`src/rtl/ee_pkg.sv`:
```
package ee_pkg;
   localparam int BYTE_W = 8;
   localparam int DEVA_W = 7;

   typedef enum logic [2:0] {
      ST_IDLE,
      ST_DEV,
      ST_WADDR,
      ST_WDATA,
      ST_ACK,
      ST_RDATA,
      ST_RACK
   } bus_st_e;
endpackage

```
`src/rtl/ee_line_sync.sv`:
```
module ee_line_sync #(
   parameter int STAGES = 2
) (
   input  logic clk,
   input  logic rst_n,
   input  logic scl_i,
   input  logic sda_i,
   output logic scl_lvl,
   output logic sda_lvl,
   output logic scl_rise,
   output logic scl_fall,
   output logic start_evt,
   output logic stop_evt
);
   logic [STAGES-1:0] scl_ff;
   logic [STAGES-1:0] sda_ff;
   logic              scl_d;
   logic              sda_d;

   generate
      if (STAGES == 1) begin : g_one
         always_ff @(posedge clk or negedge rst_n) begin
            if (!rst_n) begin
               scl_ff <= '1;
               sda_ff <= '1;
            end else begin
               scl_ff <= scl_i;
               sda_ff <= sda_i;
            end
         end
      end else begin : g_chain
         always_ff @(posedge clk or negedge rst_n) begin
            if (!rst_n) begin
               scl_ff <= '1;
               sda_ff <= '1;
            end else begin
               scl_ff <= {scl_ff[STAGES-2:0], scl_i};
               sda_ff <= {sda_ff[STAGES-2:0], sda_i};
            end
         end
      end
   endgenerate

   assign scl_lvl = scl_ff[STAGES-1];
   assign sda_lvl = sda_ff[STAGES-1];

   always_ff @(posedge clk or negedge rst_n) begin
      if (!rst_n) begin
         scl_d <= 1'b1;
         sda_d <= 1'b1;
      end else begin
         scl_d <= scl_lvl;
         sda_d <= sda_lvl;
      end
   end

   assign scl_rise  = scl_lvl & ~scl_d;
   assign scl_fall  = ~scl_lvl & scl_d;
   assign start_evt = scl_lvl & scl_d & sda_d & ~sda_lvl;
   assign stop_evt  = scl_lvl & scl_d & ~sda_d & sda_lvl;
endmodule

```
`src/rtl/ee_bus_fsm.sv`:
```
module ee_bus_fsm
   import ee_pkg::*;
#(
   parameter int ADDR_W = 8,
   parameter int PAGE_W = 4
) (
   input  logic              clk,
   input  logic              rst_n,
   input  logic              scl_lvl,
   input  logic              sda_lvl,
   input  logic              scl_rise,
   input  logic              scl_fall,
   input  logic              start_evt,
   input  logic              stop_evt,
   input  logic [DEVA_W-1:0] dev_addr,
   input  logic              wc,
   input  logic              busy,
   input  logic [BYTE_W-1:0] rd_data,
   output logic [ADDR_W-1:0] rd_addr,
   output logic              wr_en,
   output logic [ADDR_W-1:0] wr_addr,
   output logic [BYTE_W-1:0] wr_data,
   output logic              page_clr,
   output logic              sda_oe
);
   bus_st_e           st;
   bus_st_e           nxt;
   logic [2:0]        cnt;
   logic              got8;
   logic [BYTE_W-1:0] sh;
   logic [BYTE_W-1:0] tx;
   logic              mack;
   logic              ack_oe;
   logic [ADDR_W-1:0] ptr;

   assign rd_addr = ptr;
   assign sda_oe  = ack_oe | ((st == ST_RDATA) & ~tx[BYTE_W-1]);

   always_ff @(posedge clk or negedge rst_n) begin
      if (!rst_n) begin
         st       <= ST_IDLE;
         nxt      <= ST_IDLE;
         cnt      <= '0;
         got8     <= 1'b0;
         sh       <= '0;
         tx       <= '1;
         mack     <= 1'b0;
         ack_oe   <= 1'b0;
         ptr      <= '0;
         wr_en    <= 1'b0;
         wr_addr  <= '0;
         wr_data  <= '0;
         page_clr <= 1'b0;
      end else begin
         wr_en    <= 1'b0;
         page_clr <= 1'b0;
         if (start_evt) begin
            st     <= ST_DEV;
            cnt    <= '0;
            got8   <= 1'b0;
            ack_oe <= 1'b0;
         end else if (stop_evt) begin
            st     <= ST_IDLE;
            got8   <= 1'b0;
            ack_oe <= 1'b0;
         end else begin
            case (st)
               ST_DEV, ST_WADDR, ST_WDATA: begin
                  if (scl_rise) begin
                     sh  <= {sh[BYTE_W-2:0], sda_lvl};
                     cnt <= cnt + 3'd1;
                     if (cnt == 3'd7) got8 <= 1'b1;
                  end else if (scl_fall && got8) begin
                     got8 <= 1'b0;
                     cnt  <= '0;
                     if (st == ST_DEV) begin
                        if (sh[BYTE_W-1:1] == dev_addr && !busy) begin
                           ack_oe <= 1'b1;
                           nxt    <= sh[0] ? ST_RDATA : ST_WADDR;
                           st     <= ST_ACK;
                        end else begin
                           st <= ST_IDLE;
                        end
                     end else if (st == ST_WADDR) begin
                        ack_oe   <= 1'b1;
                        ptr      <= sh;
                        page_clr <= 1'b1;
                        nxt      <= ST_WDATA;
                        st       <= ST_ACK;
                     end else begin
                        if (!wc) begin
                           ack_oe  <= 1'b1;
                           wr_en   <= 1'b1;
                           wr_addr <= ptr;
                           wr_data <= sh;
                           ptr     <= {ptr[ADDR_W-1:PAGE_W], ptr[PAGE_W-1:0] + 1'b1};
                           nxt     <= ST_WDATA;
                           st      <= ST_ACK;
                        end else begin
                           st <= ST_IDLE;
                        end
                     end
                  end
               end
               ST_ACK: begin
                  if (scl_fall) begin
                     ack_oe <= 1'b0;
                     cnt    <= '0;
                     st     <= nxt;
                     if (nxt == ST_RDATA) begin
                        tx  <= rd_data;
                        ptr <= ptr + 1'b1;
                     end
                  end
               end
               ST_RDATA: begin
                  if (scl_fall) begin
                     if (cnt == 3'd7) begin
                        cnt <= '0;
                        st  <= ST_RACK;
                     end else begin
                        tx  <= {tx[BYTE_W-2:0], 1'b1};
                        cnt <= cnt + 3'd1;
                     end
                  end
               end
               ST_RACK: begin
                  if (scl_rise) begin
                     mack <= ~sda_lvl;
                  end else if (scl_fall) begin
                     if (mack) begin
                        tx  <= rd_data;
                        ptr <= ptr + 1'b1;
                        st  <= ST_RDATA;
                     end else begin
                        st <= ST_IDLE;
                     end
                  end
               end
               default: st <= ST_IDLE;
            endcase
         end
      end
   end

   a_r11_oe_rises_scl_low: assert property (@(posedge clk) disable iff (!rst_n)
      $rose(sda_oe) |-> !scl_lvl);
endmodule

```
`src/rtl/ee_store.sv`:
```
module ee_store
   import ee_pkg::*;
#(
   parameter int ADDR_W    = 8,
   parameter int PAGE_W    = 4,
   parameter int WR_CYCLES = 500
) (
   input  logic              clk,
   input  logic              rst_n,
   input  logic              wr_en,
   input  logic [ADDR_W-1:0] wr_addr,
   input  logic [BYTE_W-1:0] wr_data,
   input  logic              page_clr,
   input  logic              stop_evt,
   input  logic              wc,
   input  logic [ADDR_W-1:0] rd_addr,
   output logic [BYTE_W-1:0] rd_data,
   output logic              busy
);
   localparam int DEPTH = 2 ** ADDR_W;
   localparam int PBYTES = 2 ** PAGE_W;
   localparam int HI_W = ADDR_W - PAGE_W;
   localparam int TW = $clog2(WR_CYCLES + 1);

   logic [BYTE_W-1:0] mem  [DEPTH];
   logic [BYTE_W-1:0] pbuf [PBYTES];
   logic [PBYTES-1:0] mask;
   logic [HI_W-1:0]   page_q;
   logic [TW-1:0]     tmr;

   assign rd_data = mem[rd_addr];

   always_ff @(posedge clk or negedge rst_n) begin
      if (!rst_n) begin
         for (int i = 0; i < DEPTH; i++) mem[i] <= '0;
         for (int i = 0; i < PBYTES; i++) pbuf[i] <= '0;
         mask   <= '0;
         page_q <= '0;
         busy   <= 1'b0;
         tmr    <= '0;
      end else begin
         if (page_clr) mask <= '0;
         if (wr_en) begin
            pbuf[wr_addr[PAGE_W-1:0]] <= wr_data;
            mask[wr_addr[PAGE_W-1:0]] <= 1'b1;
            page_q                    <= wr_addr[ADDR_W-1:PAGE_W];
         end
         if (!busy) begin
            if (stop_evt && |mask) begin
               busy <= 1'b1;
               tmr  <= TW'(WR_CYCLES - 1);
            end
         end else if (tmr == '0) begin
            busy <= 1'b0;
            mask <= '0;
            for (int i = 0; i < PBYTES; i++)
               if (mask[i]) mem[{page_q, PAGE_W'(i)}] <= pbuf[i];
         end else begin
            tmr <= tmr - 1'b1;
         end
      end
   end

   logic [TW:0] chk_len;
   always_ff @(posedge clk or negedge rst_n) begin
      if (!rst_n)    chk_len <= '0;
      else if (busy) chk_len <= chk_len + 1'b1;
      else           chk_len <= '0;
   end

   a_r5_window_after_stop: assert property (@(posedge clk) disable iff (!rst_n)
      $rose(busy) |-> $past(stop_evt));
   a_r3_window_bounded: assert property (@(posedge clk) disable iff (!rst_n)
      busy |-> (chk_len < (TW+1)'(WR_CYCLES)));
   a_r6_no_fill_busy: assert property (@(posedge clk) disable iff (!rst_n)
      wr_en |-> !busy);
   a_r10_no_fill_protect: assert property (@(posedge clk) disable iff (!rst_n)
      wr_en |-> $past(!wc));
endmodule

```
`src/rtl/i2c_eeprom_slave.sv`:
```
module i2c_eeprom_slave
   import ee_pkg::*;
#(
   parameter int              ADDR_W      = 8,
   parameter int              PAGE_W      = 4,
   parameter int              WR_CYCLES   = 500,
   parameter int              SYNC_STAGES = 2,
   parameter int              STRAP_W     = 6,
   parameter logic [DEVA_W-1:0] DEV_BASE  = 7'h40
) (
   input  logic               clk,
   input  logic               rst_n,
   input  logic               scl_i,
   input  logic               sda_i,
   input  logic [STRAP_W-1:0] dev_strap,
   input  logic               wc_i,
   output logic               sda_oe,
   output logic               busy
);
   if (ADDR_W != BYTE_W) begin : g_bad_addr
      $error("ADDR_W must equal the word-address byte width");
   end
   if (PAGE_W < 1 || PAGE_W >= ADDR_W) begin : g_bad_page
      $error("PAGE_W must lie between 1 and ADDR_W-1");
   end
   if (STRAP_W < 1 || STRAP_W >= DEVA_W) begin : g_bad_strap
      $error("STRAP_W must lie between 1 and 6");
   end
   if (WR_CYCLES < 1) begin : g_bad_wr
      $error("WR_CYCLES must be at least 1");
   end
   if (SYNC_STAGES < 1) begin : g_bad_sync
      $error("SYNC_STAGES must be at least 1");
   end

   logic              scl_lvl, sda_lvl, scl_rise, scl_fall, start_evt, stop_evt;
   logic [DEVA_W-1:0] dev_addr;
   logic [ADDR_W-1:0] rd_addr, wr_addr;
   logic [BYTE_W-1:0] rd_data, wr_data;
   logic              wr_en, page_clr;

   assign dev_addr = {DEV_BASE[DEVA_W-1:STRAP_W], dev_strap};

   ee_line_sync #(.STAGES(SYNC_STAGES)) u_sync (
      .clk(clk), .rst_n(rst_n), .scl_i(scl_i), .sda_i(sda_i),
      .scl_lvl(scl_lvl), .sda_lvl(sda_lvl), .scl_rise(scl_rise),
      .scl_fall(scl_fall), .start_evt(start_evt), .stop_evt(stop_evt)
   );

   ee_bus_fsm #(.ADDR_W(ADDR_W), .PAGE_W(PAGE_W)) u_fsm (
      .clk(clk), .rst_n(rst_n), .scl_lvl(scl_lvl), .sda_lvl(sda_lvl),
      .scl_rise(scl_rise), .scl_fall(scl_fall), .start_evt(start_evt),
      .stop_evt(stop_evt), .dev_addr(dev_addr), .wc(wc_i), .busy(busy),
      .rd_data(rd_data), .rd_addr(rd_addr), .wr_en(wr_en), .wr_addr(wr_addr),
      .wr_data(wr_data), .page_clr(page_clr), .sda_oe(sda_oe)
   );

   ee_store #(.ADDR_W(ADDR_W), .PAGE_W(PAGE_W), .WR_CYCLES(WR_CYCLES)) u_store (
      .clk(clk), .rst_n(rst_n), .wr_en(wr_en), .wr_addr(wr_addr),
      .wr_data(wr_data), .page_clr(page_clr), .stop_evt(stop_evt), .wc(wc_i),
      .rd_addr(rd_addr), .rd_data(rd_data), .busy(busy)
   );
endmodule

```
`config.mk`:
```
export PLATFORM = sky130hd
export DESIGN_NAME = i2c_eeprom_slave
export DESIGN_NICKNAME = d
export VERILOG_FILES = /design/src/rtl/ee_pkg.sv /design/src/rtl/ee_line_sync.sv /design/src/rtl/ee_bus_fsm.sv /design/src/rtl/ee_store.sv /design/src/rtl/i2c_eeprom_slave.sv
export SDC_FILE = /design/constraint.sdc
export NUM_CORES = 2
export LEC_CHECK = 0
export ABC_AREA = 0
export ABC_CLOCK_PERIOD_IN_PS = 6900
export BUFFER_PORTS_ARGS = -buffer_cell sky130_fd_sc_hd__buf_2
export CORE_MARGIN = 8
export CORE_UTILIZATION = 35
export CTS_CLUSTER_SIZE = 24
export DETAILED_ROUTE_END_ITERATION = 6
export GPL_ROUTABILITY_DRIVEN = 0
export MAX_ROUTING_LAYER = met4
export PLACE_DENSITY = 0.61
export SETUP_SLACK_MARGIN = 0.4
export SYNTH_ARGS = -nofsm -noshare
export SYNTH_HDL_FRONTEND = slang
export SYNTH_SLANG_ARGS = --single-unit
```
`constraint.sdc`:
```
create_clock -name clk -period 6.9 [get_ports clk]
set_input_delay 0.69 -clock clk [delete_from_list [all_inputs] [get_ports clk]]
set_output_delay 0.69 -clock clk [all_outputs]
set_load 0.05 [all_outputs]
```
==> impl_metrics.py <==
metrics = {
    "sta": {
        "fin_crit_ns": 4.512,
        "timing.final.crit_share_pct": 65.40,
        "tns_ns": 0,
        "rsz0062_at_grt": "false",
        "drv_slew": 0,
        "worst_pin_slew_ns": 1.456,
        "final_hold_viol_count": 0,
        "relSlewSlack_pct": 2.938,
        "clock.fmax_ghz": 0.2216,
        "whs_ns": 0.3203,
        "skew_ns": 0.05888,
        "setup_viol": 0,
    },
    "power": {
        "vdd_ir_drop_max_v": 0.0002937,
        "switchingPower_mw": 8.288,
        "p_total_mw": 30.42,
        "p_int_mw": 22.13,
        "leakage_nw": 54.96,
        "comb_power_share_pct": 12.1,
        "p_sw_share_pct": 27.24,
        "power.density_nw_per_um2": 264.1,
        "pwr-share-seq_pct": 44.4,
        "clkPwrFrac_pct": 43.5,
    },
    "critical_path": {
        "critPathArrivalTime_ns": 5.37,
        "endpoint_kind": "register",
        "r2r-start": "u_fsm.rd_addr[0]",
        "crit_start": "u_fsm.rd_addr[0]",
        "critPathCapture": "u_fsm.tx[3]",
        "r2r-end": "u_fsm.tx[3]",
        "rr_worst_depth": 8,
        "worst_setup_path_start_kind": "register",
        "critPathMaxFanout": 43,
        "cp.required_ns": 7.76,
        "worstSetupPathType": "register to register",
        "worst-r2r-setup-slack_ns": 2.39,
    },
    "synth": {
        "synth_seq_area_share_pct": 55.58,
        "synth_edf_count": 0,
        "synth_warnings": 0,
        "synth_nets": 6781,
        "yosysUniqueCellTypes": 73,
        "synthesis.instances": 6766,
        "synthFlopType": "dfrtp_1",
        "syn_area_per_cell_um2": 15.08,
        "synthArstFlopShare_pct": 100.0,
        "synth_seq_cells": 2266,
        "syn_area_um2": 102100,
    },
    "floorplan": {
        "dieHeight_um": 556,
        "start_util_pct": 35.12,
        "die_area_um2": 309100,
        "coreArea_um2": 290600,
        "rows": 198,
        "die_w_um": 556,
        "ios": 13,
    },
    "routing": {
        "drtPass1Iterations": 7,
        "totalWireLength_um": 401100,
        "drc_errors": 548,
        "postRouteAntennaNets": 0,
        "drt_iter0_drc": 8829,
        "via_per_inst": 6.077,
        "dr_total_vias": 66520,
        "wl_per_cell_um": 36.64,
    },
    "clock_tree": {
        "cts_max_path_buffers": 3,
        "numCtsBuffers": 240,
        "cts.sinks": 2266,
        "htree_levels": 4,
        "cts_tree": "yes",
        "root_buffer": "clkbuf_16",
        "path_clk_slew_ns": 0.06,
        "clk_latency_ns": 0.92,
    },
    "job": {
        "drv_cap": 0,
    },
    "grt": {
        "antenna_found_initial": 79,
        "grt_pass1_vias": 66360,
        "grt.overflow.total": 0,
        "busiest_layer": "met2",
        "grt_pass1_wl_um": 552200,
        "grt_usage_pct": 26.11,
        "grt_use_met3_pct": 11.21,
        "grtUsageMet1_pct": 31.20,
        "grt_max_degree": 197,
        "met2_usage_pct": 36.04,
    },
    "placed_design": {
        "dp_hpwl_um": 268900,
        "port_buffers": 12,
    },
    "finish": {
        "layout_common_cells": "dfrtp_1, mux2_2, mux4_2",
        "drive_gt1_share_pct": 44.33,
        "nets": 6816,
        "area_delta_synth_final_pct": 12.88,
        "final_common_cell": "dfrtp_1",
    },
    "min_path": {
        "holdCritStartpoint": "dev_strap[5]",
        "hold_path_class": "primary input to register",
    },
    "status": {
        "violations": "design-rule violations",
        "status": "finished with violations",
    },
}
[critical path, stage by stage, from the launching register on]
cell,delay (ns)
dfrtp_4,1.02
buf_4,0.76
mux2i_1,0.24
o221ai_1,1.12
o22ai_1,0.28
nor3_1,0.30
nor2_1,0.12
a211oi_1,0.38
a21o_1,0.17
[layout make-up]
class / instances / area [um^2]
Multi-Input combinational cell: 4060 / 43310
Tap cell: 3900 / 4880
Antenna cell: 51 / 127.6
Fill cell: 26600 / 175400
Clock buffer: 361 / 7152
Sequential cell: 2266 / 56750
Timing Repair Buffer: 217 / 1934
Clock inverter: 75 / 988.4
Inverter: 16 / 61.31
[flip-flops by register name, summed over array words and instances, names as in the netlist, 4 cells and up]
register        cells
u_fsm.wr_addr       8
u_store.mem      2048
u_store.mask       16
u_store.pbuf      128
u_store.page_q      4
u_fsm.sh            8
u_store.tmr         9
u_fsm.wr_data       8
u_fsm.tx            8
u_fsm.rd_addr       8
[Yosys cell counts, types with 26 or more instances]
cell / count / area, um^2
dfrtp_1: 2252 / 56350
mux2_2: 1993 / 22440
mux4_2: 376 / 8468
mux2i_1: 295 / 2953
nand2_1: 282 / 1059
clkbuf_1: 278 / 1044
mux2_1: 218 / 2455
o221ai_1: 121 / 1060
o22ai_1: 102 / 638.1
nor2_1: 100 / 375.4
a21oi_1: 96 / 480.5
nand2_2: 70 / 437.9
buf_4: 53 / 397.9
nor3_1: 48 / 240.2
o21ai_0: 40 / 200.2
buf_2: 34 / 170.2
a221oi_1: 33 / 289.0
a22o_1: 31 / 271.5
buf_1: 31 / 116.4
buf_6: 26 / 292.8
[cells by family after synthesis]
family | after synthesis | synth area share (%)
AO/OA/AOI/OAI | 531 | 3.693
XOR/XNOR | 11 | 0.09440
AND/OR/NAND/NOR | 632 | 2.929
flip-flops | 2266 | 55.58
adder cells (fa/ha/maj) | 4 | 0.04904
buffers and inverters | 440 | 2.073
multiplexers | 2882 | 35.59
[worst min-delay path by stage]
stage / to / slack [ns] / cells after the start
6_report: u_fsm.st[2] / 0.32 / 6
5_1_grt: u_fsm.st[2] / 0.35 / 6
4_1_cts: u_fsm.st[2] / 0.25 / 6
2_1_floorplan: u_sync.scl_ff[1] / 0.35 / 0
3_5_place_dp: u_sync.sda_ff[1] / 0.35 / 0
3_3_place_gp: u_sync.sda_ff[1] / 0.35 / 0
[what timing repair did]
item / 4_1_cts / 5_1_grt
hold endpoints to repair: 93 / 0
gates resized for setup: 0 / 0
setup buffers: 0 / 0
setup endpoints to repair: 0 / 0
hold buffers: 3 / 0
[metal layers]
layer	vias to the layer above	share of wire (%)
met4	0	8.0
li1	25550	-
met3	1171	12
met5	-	0
met2	3790	42
met1	36010	38
[power by group through the flow]
stage / clock, mW / combinational, mW / sequential [mW]
after floorplan: 0 / 2.48 / 13.6
after global placement: 0 / 3.60 / 13.7
after detailed placement: 0 / 3.61 / 13.7
after CTS: 13.4 / 3.62 / 13.5
after global routing: 13.9 / 3.79 / 13.5
final: 13.2 / 3.67 / 13.5
[per-stage QoR]
step	utilization [%]	setup slack, ns	cells	area [um^2]
after floorplan	-	4.324	6766	102100
final	39.65	2.388	10950	115200
after detailed placement	36.78	2.767	10450	106900
after CTS	39.59	2.703	10890	115100
after global routing	39.64	2.446	10940	115200
after global placement	36.78	2.682	10450	106900
Note: power is estimated with default switching activity, not from simulation.
